### src/rtl/alloc_pkg.sv
package alloc_pkg;
  // Strobes from the frontier control to the page ledger.
  typedef struct packed {
    logic take;    // pop the pool head as the new open page
    logic retire;  // credit the open page's unused tail
  } ctlStrobe_t;
endpackage

### src/rtl/alloc_frontier.sv
module alloc_frontier
  import alloc_pkg::*;
#(
  parameter int CELL_BYTES = 64,
  parameter int PAGE_CELLS = 32,
  parameter int NUM_PAGES  = 16,
  parameter int LEN_W      = 16,
  localparam int OFF_W  = $clog2(PAGE_CELLS),
  localparam int PAGE_W = $clog2(NUM_PAGES),
  localparam int CNT_W  = OFF_W + 1,
  localparam int ADDR_W = PAGE_W + OFF_W
) (
  input  logic              clk,
  input  logic              rstN,
  input  logic              allocValid,
  input  logic [LEN_W-1:0]  allocLen,
  input  logic [PAGE_W-1:0] poolHead,
  input  logic              poolEmpty,
  output logic              allocReady,
  output logic [ADDR_W-1:0] allocAddr,
  output ctlStrobe_t        strobe,
  output logic [PAGE_W-1:0] retirePage,
  output logic [CNT_W-1:0]  retireCells
);
  localparam int SHIFT = $clog2(CELL_BYTES);

  logic              curValid;
  logic [PAGE_W-1:0] curPage;
  logic [CNT_W-1:0]  frontOff;

  logic [LEN_W:0]    roundUp;
  logic [LEN_W:0]    cellsRaw;
  logic [CNT_W-1:0]  reqCells;
  logic [CNT_W:0]    frontSum;
  logic              fits;
  logic              fire;

  always_comb begin
    roundUp  = {1'b0, allocLen} + (LEN_W+1)'(CELL_BYTES - 1);
    cellsRaw = roundUp >> SHIFT;
    if (cellsRaw == '0)
      reqCells = CNT_W'(1);
    else if (cellsRaw > (LEN_W+1)'(PAGE_CELLS))
      reqCells = CNT_W'(PAGE_CELLS);
    else
      reqCells = cellsRaw[CNT_W-1:0];
  end

  assign frontSum   = {1'b0, frontOff} + {1'b0, reqCells};
  assign fits       = curValid && (frontSum <= (CNT_W+1)'(PAGE_CELLS));
  assign allocReady = fits || !poolEmpty;
  assign fire       = allocValid && allocReady;
  assign allocAddr  = fits ? {curPage, frontOff[OFF_W-1:0]} : {poolHead, {OFF_W{1'b0}}};

  assign strobe.take   = fire && !fits;
  assign strobe.retire = fire && !fits && curValid;
  assign retirePage    = curPage;
  assign retireCells   = CNT_W'(PAGE_CELLS) - frontOff;

  always_ff @(posedge clk) begin
    if (!rstN) begin
      curValid <= 1'b0;
      curPage  <= '0;
      frontOff <= '0;
    end else if (fire) begin
      if (fits) begin
        frontOff <= frontSum[CNT_W-1:0];
        if (frontSum == (CNT_W+1)'(PAGE_CELLS)) curValid <= 1'b0;
      end else begin
        curPage  <= poolHead;
        frontOff <= reqCells;
        curValid <= (reqCells != CNT_W'(PAGE_CELLS));
      end
    end
  end


  stall_hold_chk: assert property (@(posedge clk) disable iff (!rstN)
    (allocValid && !allocReady) |=> ($stable(curPage) && $stable(frontOff) && $stable(curValid)));


  page_take_chk: assert property (@(posedge clk) disable iff (!rstN)
    strobe.take |-> !poolEmpty);


  front_bound_chk: assert property (@(posedge clk) disable iff (!rstN)
    curValid |-> (frontOff < CNT_W'(PAGE_CELLS)));
endmodule

### src/rtl/page_ledger.sv
module page_ledger
  import alloc_pkg::*;
#(
  parameter int PAGE_CELLS = 32,
  parameter int NUM_PAGES  = 16,
  localparam int OFF_W  = $clog2(PAGE_CELLS),
  localparam int PAGE_W = $clog2(NUM_PAGES),
  localparam int CNT_W  = OFF_W + 1
) (
  input  logic              clk,
  input  logic              rstN,
  input  ctlStrobe_t        strobe,
  input  logic [PAGE_W-1:0] retirePage,
  input  logic [CNT_W-1:0]  retireCells,
  input  logic              freeValid,
  input  logic [PAGE_W-1:0] freePage,
  input  logic [CNT_W-1:0]  freeCells,
  output logic [PAGE_W-1:0] poolHead,
  output logic              poolEmpty
);
  logic [NUM_PAGES-1:0] pageFull;

  for (genvar gp = 0; gp < NUM_PAGES; gp++) begin : g_page
    logic [CNT_W-1:0] relCnt;
    logic [CNT_W:0]   addFree;
    logic [CNT_W:0]   addRetire;
    logic [CNT_W:0]   nxtCnt;

    assign addFree   = (freeValid && freePage == PAGE_W'(gp)) ? {1'b0, freeCells} : '0;
    assign addRetire = (strobe.retire && retirePage == PAGE_W'(gp)) ? {1'b0, retireCells} : '0;
    assign nxtCnt    = {1'b0, relCnt} + addFree + addRetire;
    assign pageFull[gp] = (nxtCnt == (CNT_W+1)'(PAGE_CELLS));

    always_ff @(posedge clk) begin
      if (!rstN)             relCnt <= '0;
      else if (pageFull[gp]) relCnt <= '0;
      else                   relCnt <= nxtCnt[CNT_W-1:0];
    end


    cnt_range_chk: assert property (@(posedge clk) disable iff (!rstN)
      nxtCnt <= (CNT_W+1)'(PAGE_CELLS));
  end

  function automatic logic [PAGE_W-1:0] stepPtr(input logic [PAGE_W-1:0] p);
    return (p == PAGE_W'(NUM_PAGES - 1)) ? '0 : p + PAGE_W'(1);
  endfunction

  logic [PAGE_W-1:0] poolMem [NUM_PAGES];
  logic [PAGE_W-1:0] rdPtr;
  logic [PAGE_W-1:0] wrPtr;
  logic [PAGE_W:0]   poolCnt;
  logic              pushFree;
  logic              pushRetire;
  logic [PAGE_W-1:0] wrPtr2;

  assign pushFree   = freeValid && pageFull[freePage];
  assign pushRetire = strobe.retire && pageFull[retirePage]
                      && !(freeValid && freePage == retirePage);
  assign wrPtr2     = pushFree ? stepPtr(wrPtr) : wrPtr;

  always_ff @(posedge clk) begin
    if (!rstN) begin
      for (int i = 0; i < NUM_PAGES; i++) poolMem[i] <= PAGE_W'(i);
      rdPtr   <= '0;
      wrPtr   <= '0;
      poolCnt <= (PAGE_W+1)'(NUM_PAGES);
    end else begin
      if (pushFree)   poolMem[wrPtr]  <= freePage;
      if (pushRetire) poolMem[wrPtr2] <= retirePage;
      if (pushRetire) wrPtr <= stepPtr(wrPtr2);
      else            wrPtr <= wrPtr2;
      if (strobe.take) rdPtr <= stepPtr(rdPtr);
      poolCnt <= poolCnt + (PAGE_W+1)'(pushFree) + (PAGE_W+1)'(pushRetire)
                 - (PAGE_W+1)'(strobe.take);
    end
  end

  assign poolHead  = poolMem[rdPtr];
  assign poolEmpty = (poolCnt == '0);


  pool_bound_chk: assert property (@(posedge clk) disable iff (!rstN)
    poolCnt <= (PAGE_W+1)'(NUM_PAGES));


  dual_push_chk: assert property (@(posedge clk) disable iff (!rstN)
    (pushFree && pushRetire) |=>
      (int'(poolCnt) == int'($past(poolCnt)) + 2 - int'($past(strobe.take))));
endmodule

### src/rtl/pktbuf_page_alloc.sv
module pktbuf_page_alloc
  import alloc_pkg::*;
#(
  parameter int CELL_BYTES = 64,
  parameter int PAGE_CELLS = 32,
  parameter int NUM_PAGES  = 16,
  parameter int LEN_W      = 16,
  localparam int OFF_W  = $clog2(PAGE_CELLS),
  localparam int PAGE_W = $clog2(NUM_PAGES),
  localparam int CNT_W  = OFF_W + 1,
  localparam int ADDR_W = PAGE_W + OFF_W
) (
  input  logic              clk,
  input  logic              rstN,
  input  logic              allocValid,
  input  logic [LEN_W-1:0]  allocLen,
  output logic              allocReady,
  output logic [ADDR_W-1:0] allocAddr,
  input  logic              freeValid,
  input  logic [ADDR_W-1:0] freeAddr,
  input  logic [CNT_W-1:0]  freeCells
);
  ctlStrobe_t        strobe;
  logic [PAGE_W-1:0] retirePage;
  logic [CNT_W-1:0]  retireCells;
  logic [PAGE_W-1:0] poolHead;
  logic              poolEmpty;

  alloc_frontier #(
    .CELL_BYTES(CELL_BYTES), .PAGE_CELLS(PAGE_CELLS),
    .NUM_PAGES(NUM_PAGES), .LEN_W(LEN_W)
  ) u_ctrl (
    .clk(clk), .rstN(rstN),
    .allocValid(allocValid), .allocLen(allocLen),
    .poolHead(poolHead), .poolEmpty(poolEmpty),
    .allocReady(allocReady), .allocAddr(allocAddr),
    .strobe(strobe), .retirePage(retirePage), .retireCells(retireCells)
  );

  page_ledger #(
    .PAGE_CELLS(PAGE_CELLS), .NUM_PAGES(NUM_PAGES)
  ) u_ledger (
    .clk(clk), .rstN(rstN),
    .strobe(strobe), .retirePage(retirePage), .retireCells(retireCells),
    .freeValid(freeValid), .freePage(freeAddr[ADDR_W-1:OFF_W]), .freeCells(freeCells),
    .poolHead(poolHead), .poolEmpty(poolEmpty)
  );
endmodule

### config.mk
export PLATFORM = sky130hd
export DESIGN_NAME = pktbuf_page_alloc
export DESIGN_NICKNAME = d
export VERILOG_FILES = /design/src/rtl/alloc_pkg.sv /design/src/rtl/alloc_frontier.sv /design/src/rtl/page_ledger.sv /design/src/rtl/pktbuf_page_alloc.sv
export SDC_FILE = /design/constraint.sdc
export NUM_CORES = 1
export LEC_CHECK = 0
export BUFFER_PORTS_ARGS = -buffer_cell sky130_fd_sc_hd__clkbuf_2
export CAP_MARGIN = 15
export CORE_ASPECT_RATIO = 0.9
export CORE_MARGIN = 4
export CORE_UTILIZATION = 30
export DETAILED_ROUTE_END_ITERATION = 7
export SETUP_SLACK_MARGIN = 0.4
export SYNTH_ARGS = -nofsm -noshare
export SYNTH_HDL_FRONTEND = slang
export SYNTH_SLANG_ARGS = --single-unit
### constraint.sdc
create_clock -name clk -period 13.1 [get_ports clk]
set_input_delay 2.62 -clock clk [delete_from_list [all_inputs] [get_ports clk]]
set_output_delay 2.62 -clock clk [all_outputs]
set_load 0.02 [all_outputs]
After elaboration in Yosys (flattened, before gate mapping)

Memories as Yosys holds them, arrays and structs flattened. A register that Yosys moved wholly into a read port is not among the register bits.
Index checks and enable logic that the tools add are counted.

Shift-type cells: 0
Multipliers: 0
Add/sub/neg operators: 41
Order comparisons: 4
Bitwise logic cells: 2
Reduce and logical (&&, ||, !) cells: 68
Multiplexer cells: 62
Equality and inequality tests: 53
Div/mod/pow operators: 0

Operator list:

| cell                                                 | number |
|---|---|
| two-way mux 6 bit                                    | 35 |
| equality test 7 x 6 -> 1 bit (second input constant) | 17 |
| adder 6 x 7 -> 7 bit                                 | 16 |
| adder 7 bit                                          | 16 |
| equality test 4 bit (second input constant)          | 19 |
| two-way mux 4 bit                                    | 11 |
| logical AND 1 bit                                    | 40 |
| equality test 4 x 3 -> 1 bit (second input constant) | 8 |
| OR reduction 2 bit                                   | 16 |
| adder 16 x 6 -> 17 bit (second input constant)       | 1 |
| logical NOT 17 bit                                   | 1 |
| equality test 4 x 2 -> 1 bit (second input constant) | 4 |
| two-way mux 1 bit                                    | 13 |
| adder 4 x 1 -> 4 bit (second input constant)         | 3 |
| > comparator 11 x 6 -> 1 bit (second input constant) | 1 |
| adder 5 x 1 -> 5 bit                                 | 2 |
| < comparator 4 x 5 -> 1 bit (second input constant)  | 2 |
| two-way mux 9 bit                                    | 1 |
| binary-select mux 1 bit (select 4 bit)               | 2 |
| equality test 4 x 1 -> 1 bit (second input constant) | 2 |
| logical NOT 4 bit                                    | 2 |
| OR reduction 4 bit                                   | 2 |
| adder 6 x 6 -> 7 bit                                 | 1 |
| <= comparator 7 x 6 -> 1 bit (second input constant) | 1 |
| other kinds (10)                                     | 14 |

Register bits: 120
RAM bits: 64
ROM bits: 0
Memories: 1
Word-level logic and storage cells: 253
Bits of input ports: 35
Bits in latches: 0

Memory list:

| memory           | words | bits a word | rd ports | clocked after memory_dff | write ports | line              | RTL |
|---|---|---|---|---|---|---|---|
| u_ledger.poolMem | 16    | 4           | 1        | 1                        | 16          | page_ledger.sv:49 | `logic [PAGE_W-1:0] poolMem [NUM_PAGES];` |

Depth between registers and ports, before layout

Depth after elaboration: 24
Gate-level depth with buffers: 37

Modules after synthesis

From an unflattened synthesis, not the netlist that was laid out.

Cell total of the unflattened synthesis: 1,803
Area, all modules: 15,985.3 um^2

By module, submodules not included:

| module         | cells each | seq. area each (um^2) | area each (um^2) | times used |
|---|---|---|---|---|
| page_ledger    | 1,661      | 4,184.0               | 14,834.2         | 1 |
| alloc_frontier | 142        | 220.2                 | 1,151.1          | 1 |

Least setup slack after synthesis

OpenSTA, ideal clock, no wires.

Kind: input port to flip-flop
From: in allocLen[6]
To: mem u_ledger.poolMem[12][2] (netlist bit) (data pin)
Data arrival time: 10.789 ns
Path slack: 2.049 ns
Library setup time: 0.262 ns
Stages on the path: 30
Path buffers: 1
Cell sequence: or4_1 -> or3_1 -> or2_2 -> nand3_1 -> nor2_1 -> ha_1 -> a211oi_1 -> nor2_1 -> o311ai_1 -> a211oi_1 -> nor2_1 -> nand3_1 -> nor2_1 -> nand2_1 -> fa_1 -> inv_1 -> ha_1 -> a211oi_1 -> or4b_1 -> o2111ai_1 -> or4b_1 -> o211ai_1 -> nand4b_1 -> nor4_2 -> clkbuf_1 -> mux2i_1 -> ha_1 -> nand3_4 -> nor3_4 -> mux2_1

RTL lines:

| what        | line                    | RTL |
|---|---|---|
| from (decl) | pktbuf_page_alloc.sv:16 | `input logic [LEN_W-1:0] allocLen,` |
| to (decl)   | page_ledger.sv:49       |  |

==> results list <==
- Actual slew at the worst max-slew pin: 1150 ps
- Overall global routing resource usage: 0.156
- Counting the buffers created by CTS gives 17.
* Post-synthesis share of cell area spent on full adders, half adders and majority gates: 0.219
- 45 I/O pins were placed.
- In the global route stage, met3 resource usage came out at 0.0314.
- Simple logic cell fraction of the synthesized area: 0.232
* Mapped Area: 16300 um^2
* Async set-reset flop share out of synthesis: 0
- Worst stage delay on the critical path: 630 ps
- Of the available clock period, the critical path in the final layout requires 0.911.
- The number of antenna diodes in the final layout is 0.
* Clock latency on the worst-skew pair: 460 ps
- In this run the worst path has a maximum fanout of 8.
* GRT busiest layer: met2
* DP HPWL: 32.4 mm
* Portion of netlist area occupied by mux cells: 0.0631
* Drt total wl: 45.1 mm
* Final worst slack: 1170 ps
- The most critical setup path has its startpoint at allocLen[6].
- Core utilization of the finished layout: 0.334
- In this run, placement finished with an instance count of 2533.
- The worst register-to-register path ends at u_ledger.poolMem[12][2].
* Number of synthesized register bits: 188
- Per-instance average area after synthesis: 8.80 um^2
- The flow ran to the end, and the final reports show no timing, DRC or antenna violations.
- # hold bufs at CTS: 0
* Final count of negative-setup-slack endpoints: 0
* Routability congestion estimate from global placement: 0.868
* Vias in the first global route: 13700
- Worst hold slack: 518 ps
* CTS H-tree depth: 4
- sky130_fd_sc_hd__dfxtp_1 takes more of the synthesized area than any other cell.
- Max-slew headroom at the worst pin: 0.234
* Die Outline Area: 58200 um^2
- For this run, the detailed router's first-pass iteration total came to 5.
- In the final layout, the share of cells above drive strength 1 is 0.0872.
- After synthesis, the largest family of logic cells by area is simple AND/OR/NAND/NOR gates.
- Top library cells by usage in the layout, fill and taps aside: sky130_fd_sc_hd__inv_1 (265), sky130_fd_sc_hd__nand2_1 (214), sky130_fd_sc_hd__nor2_1 (164)
- The routed layout has 13400 vias.
- Row generation in the floorplan step produced 80 rows.
- The area growth from synthesis to layout is 9.42%.
- Clock Tree Root: sky130_fd_sc_hd__clkbuf_16
- For this design, the slowest cell found on the critical path is sky130_fd_sc_hd__or4b_1.
* Achievable clock frequency: 0.0838 GHz
- Number of unique standard cell types used by synthesis: 85
* Setup crit end: u_ledger.poolMem[12][2]
- The initial utilization of the core area, before any placement, comes to 0.305.
* Leading cell type in the layout, fill and taps excluded: sky130_fd_sc_hd__inv_1
- OpenSTA, run right after detailed placement, puts the worst setup slack at 168 ps.
- Worst EP arrival: 12130 ps
- The total count of max-transition violations in the final report came to 0.
- Area fraction of the dominant cell type after synthesis: 0.152
- TritonCTS built the clock tree.
- Adding up every negative setup slack in the final design gives 0 ps.
- Core region area: 53500 um^2
* Leading post-synthesis cells by cell area: sky130_fd_sc_hd__dfxtp_1 (15%), sky130_fd_sc_hd__fa_1 (14%), sky130_fd_sc_hd__edfxtp_1 (12%)
* Chip width: 254 um
* Mapped Nets: 2106
* Final non-filler cell total: 2566
- Clock transition at the registers of the reported paths: 80 ps
* Clock skew: 22.7 ps
- Clock tree buffer depth: 2
- During placement, the flow inserted port buffers numbering 39.
- In this run, synthesis inferred 64 flip-flops with an integrated enable.
- The initial antenna violation count came to 1.
* Synthesis Warnings: 0
- WL/cell: 17.6 um
* Fraction of the mapped netlist area in compound gates: 0.100
- Of the total synthesized cell area, the portion taken by XOR and XNOR cells is 0.0354.
- In this run the remaining antenna-violating nets after routing total 0.
- STA puts the critical path data required time at 13300 ps.
- IR analysis of the VDD net gives a maximum drop of 0.108 mV.
- The min-delay analysis places its worst path in the category flop to flop.
- Met2 usage in global routing: 0.247
- At the end of the flow, the number of nets in the layout was 2107.
- Minimum clock period after layout: 11930 ps
- Number of DRC violations after detailed routing: 0
* Most used flip-flop cell after synthesis: sky130_fd_sc_hd__dfxtp_1
* Met1 track demand over resource: 0.214
* Launch instance of the worst register-to-register path: u_ctrl.frontOff[0]
- In the synthesized netlist, the number of instances is 1855.
* Number of sinks handled by clock tree synthesis: 188
* Leak pwr: 7.58 nW
- Of the synthesized area, sequential elements account for 0.270.
* Height of the chip: 229 um
- Number of max-cap violations: 0
- Average vias per placed instance: 5.23
- The setup path with the least slack is of type input pin to flop.
- DRT iter0 DRCs: 1059
- Critical path endpoint category: flop
- Final number of hold-violating endpoints: 0
- Setup crit start kind: input pin
- Reg2reg setup slack: 4250 ps
* Pin count of the biggest net entering global routing: 89
* First-pass GRT wire length: 72.8 mm
- R2R cell count: 28
- P per Cell Area: 84.4 nW/um^2
* Overflow left after global routing: 0
* Setup repair after global routing missed its margin: false
logic make-up after synthesis:
family | after synthesis
flops | 188
xor+xnor | 66
fa+ha+maj | 216
buf+inv | 351
mux | 74
compound gates | 218
simple gates | 742
timing repair:
item / in CTS / in global routing
setup endpoints to repair: 0 / 107
setup buffers: 0 / 1
gates resized for setup: 0 / 7
endpoints found under the hold margin: 0 / 0
power by group:
group / switching (mW) / total, mW / internal (mW)
Combinational: 0.227 / 0.342 / 0.115
Sequential: 0.0261 / 0.650 / 0.624
Clock: 0.264 / 0.515 / 0.251
metrics by stage:
stage	cell area [um^2]	total power [mW]
after floorplan	16300	0.874
after global placement	17300	0.998
after detailed placement	17300	1.00
after CTS	17800	1.52
after global routing	17900	1.58
final	17900	1.51
state kept, by name, summed over array words and instances (netlist names), named ones only:
register	flops
u_ledger.poolCnt	5
u_ctrl.retirePage	4
u_ledger.rdPtr	4
u_ledger.poolMem	64
u_ctrl.frontOff	6
u_ledger.g_page.relCnt	96
u_ctrl.curValid	1
u_ledger.wrPtr	4
how the worst min path moves through the flow:
stage | start | to | slack [ps] | cells after the start
global route | u_ledger.rdPtr[3] | u_ledger.rdPtr[3] | 550 | 2
global placement | u_ledger.rdPtr[3] | u_ledger.rdPtr[3] | 500 | 2
finish | u_ledger.rdPtr[3] | u_ledger.rdPtr[3] | 520 | 2
detailed placement | u_ledger.rdPtr[3] | flop | 510 | 2
CTS | u_ledger.rdPtr[3] | u_ledger.rdPtr[3] | 520 | 2
floorplan | u_ledger.rdPtr[3] | flop | 470 | 2
per-layer routing:
layer,share of wire,wire length [um],vias up
met2,0.45,20100,468
li1,-,-,6278
met3,0.074,3330,69
met4,0.026,1160,0
met1,0.45,20500,6604
met5,0,0,-
synthesized netlist by cell type (5+ instances only):
library cell / instances
sky130_fd_sc_hd__a211o_1: 5
sky130_fd_sc_hd__a211oi_1: 21
sky130_fd_sc_hd__a21o_1: 11
sky130_fd_sc_hd__a21oi_1: 33
sky130_fd_sc_hd__a221oi_1: 6
sky130_fd_sc_hd__a2bb2oi_1: 6
sky130_fd_sc_hd__and2_1: 53
sky130_fd_sc_hd__and3_1: 52
sky130_fd_sc_hd__and3b_1: 6
sky130_fd_sc_hd__buf_1: 12
sky130_fd_sc_hd__clkbuf_1: 64
sky130_fd_sc_hd__dfxtp_1: 124
sky130_fd_sc_hd__edfxtp_1: 64
sky130_fd_sc_hd__fa_1: 115
sky130_fd_sc_hd__ha_1: 101
sky130_fd_sc_hd__inv_1: 266
sky130_fd_sc_hd__mux2_1: 6
sky130_fd_sc_hd__mux2_2: 7
sky130_fd_sc_hd__mux2i_1: 38
sky130_fd_sc_hd__mux4_2: 21
sky130_fd_sc_hd__nand2_1: 214
sky130_fd_sc_hd__nand2b_1: 22
sky130_fd_sc_hd__nand3_1: 61
sky130_fd_sc_hd__nand3b_1: 7
sky130_fd_sc_hd__nand4_1: 21
sky130_fd_sc_hd__nor2_1: 167
sky130_fd_sc_hd__nor2b_1: 20
sky130_fd_sc_hd__nor3_1: 32
sky130_fd_sc_hd__nor3b_1: 17
sky130_fd_sc_hd__nor4_1: 19
sky130_fd_sc_hd__nor4b_1: 7
sky130_fd_sc_hd__o2111ai_1: 10
sky130_fd_sc_hd__o211ai_1: 14
sky130_fd_sc_hd__o21a_1: 6
sky130_fd_sc_hd__o21ai_0: 39
sky130_fd_sc_hd__o21ai_1: 5
sky130_fd_sc_hd__or3_1: 5
sky130_fd_sc_hd__or3b_2: 6
sky130_fd_sc_hd__xnor2_1: 41
sky130_fd_sc_hd__xor2_1: 25
final cells by class:
class | count | area [um^2]
fill | 5617 | 35600
multi-input combinational | 1316 | 10700
sequential | 188 | 4400
inverter | 273 | 1020
tap | 697 | 872
clock buffer | 18 | 429
timing repair buffer | 60 | 353
clock inverter | 14 | 123
critical path: cells and delay by family:
| kind | cells | cell delay [ps] |
|---|---|---|
| buffers and inverters | 3 | 330 |
| AND/OR/NAND/NOR | 16 | 5450 |
| multiplexers | 2 | 750 |
| adder cells (fa/ha/maj) | 4 | 1400 |
| AO/OA/AOI/OAI | 6 | 1530 |
(Power assumes the default switching activity.)
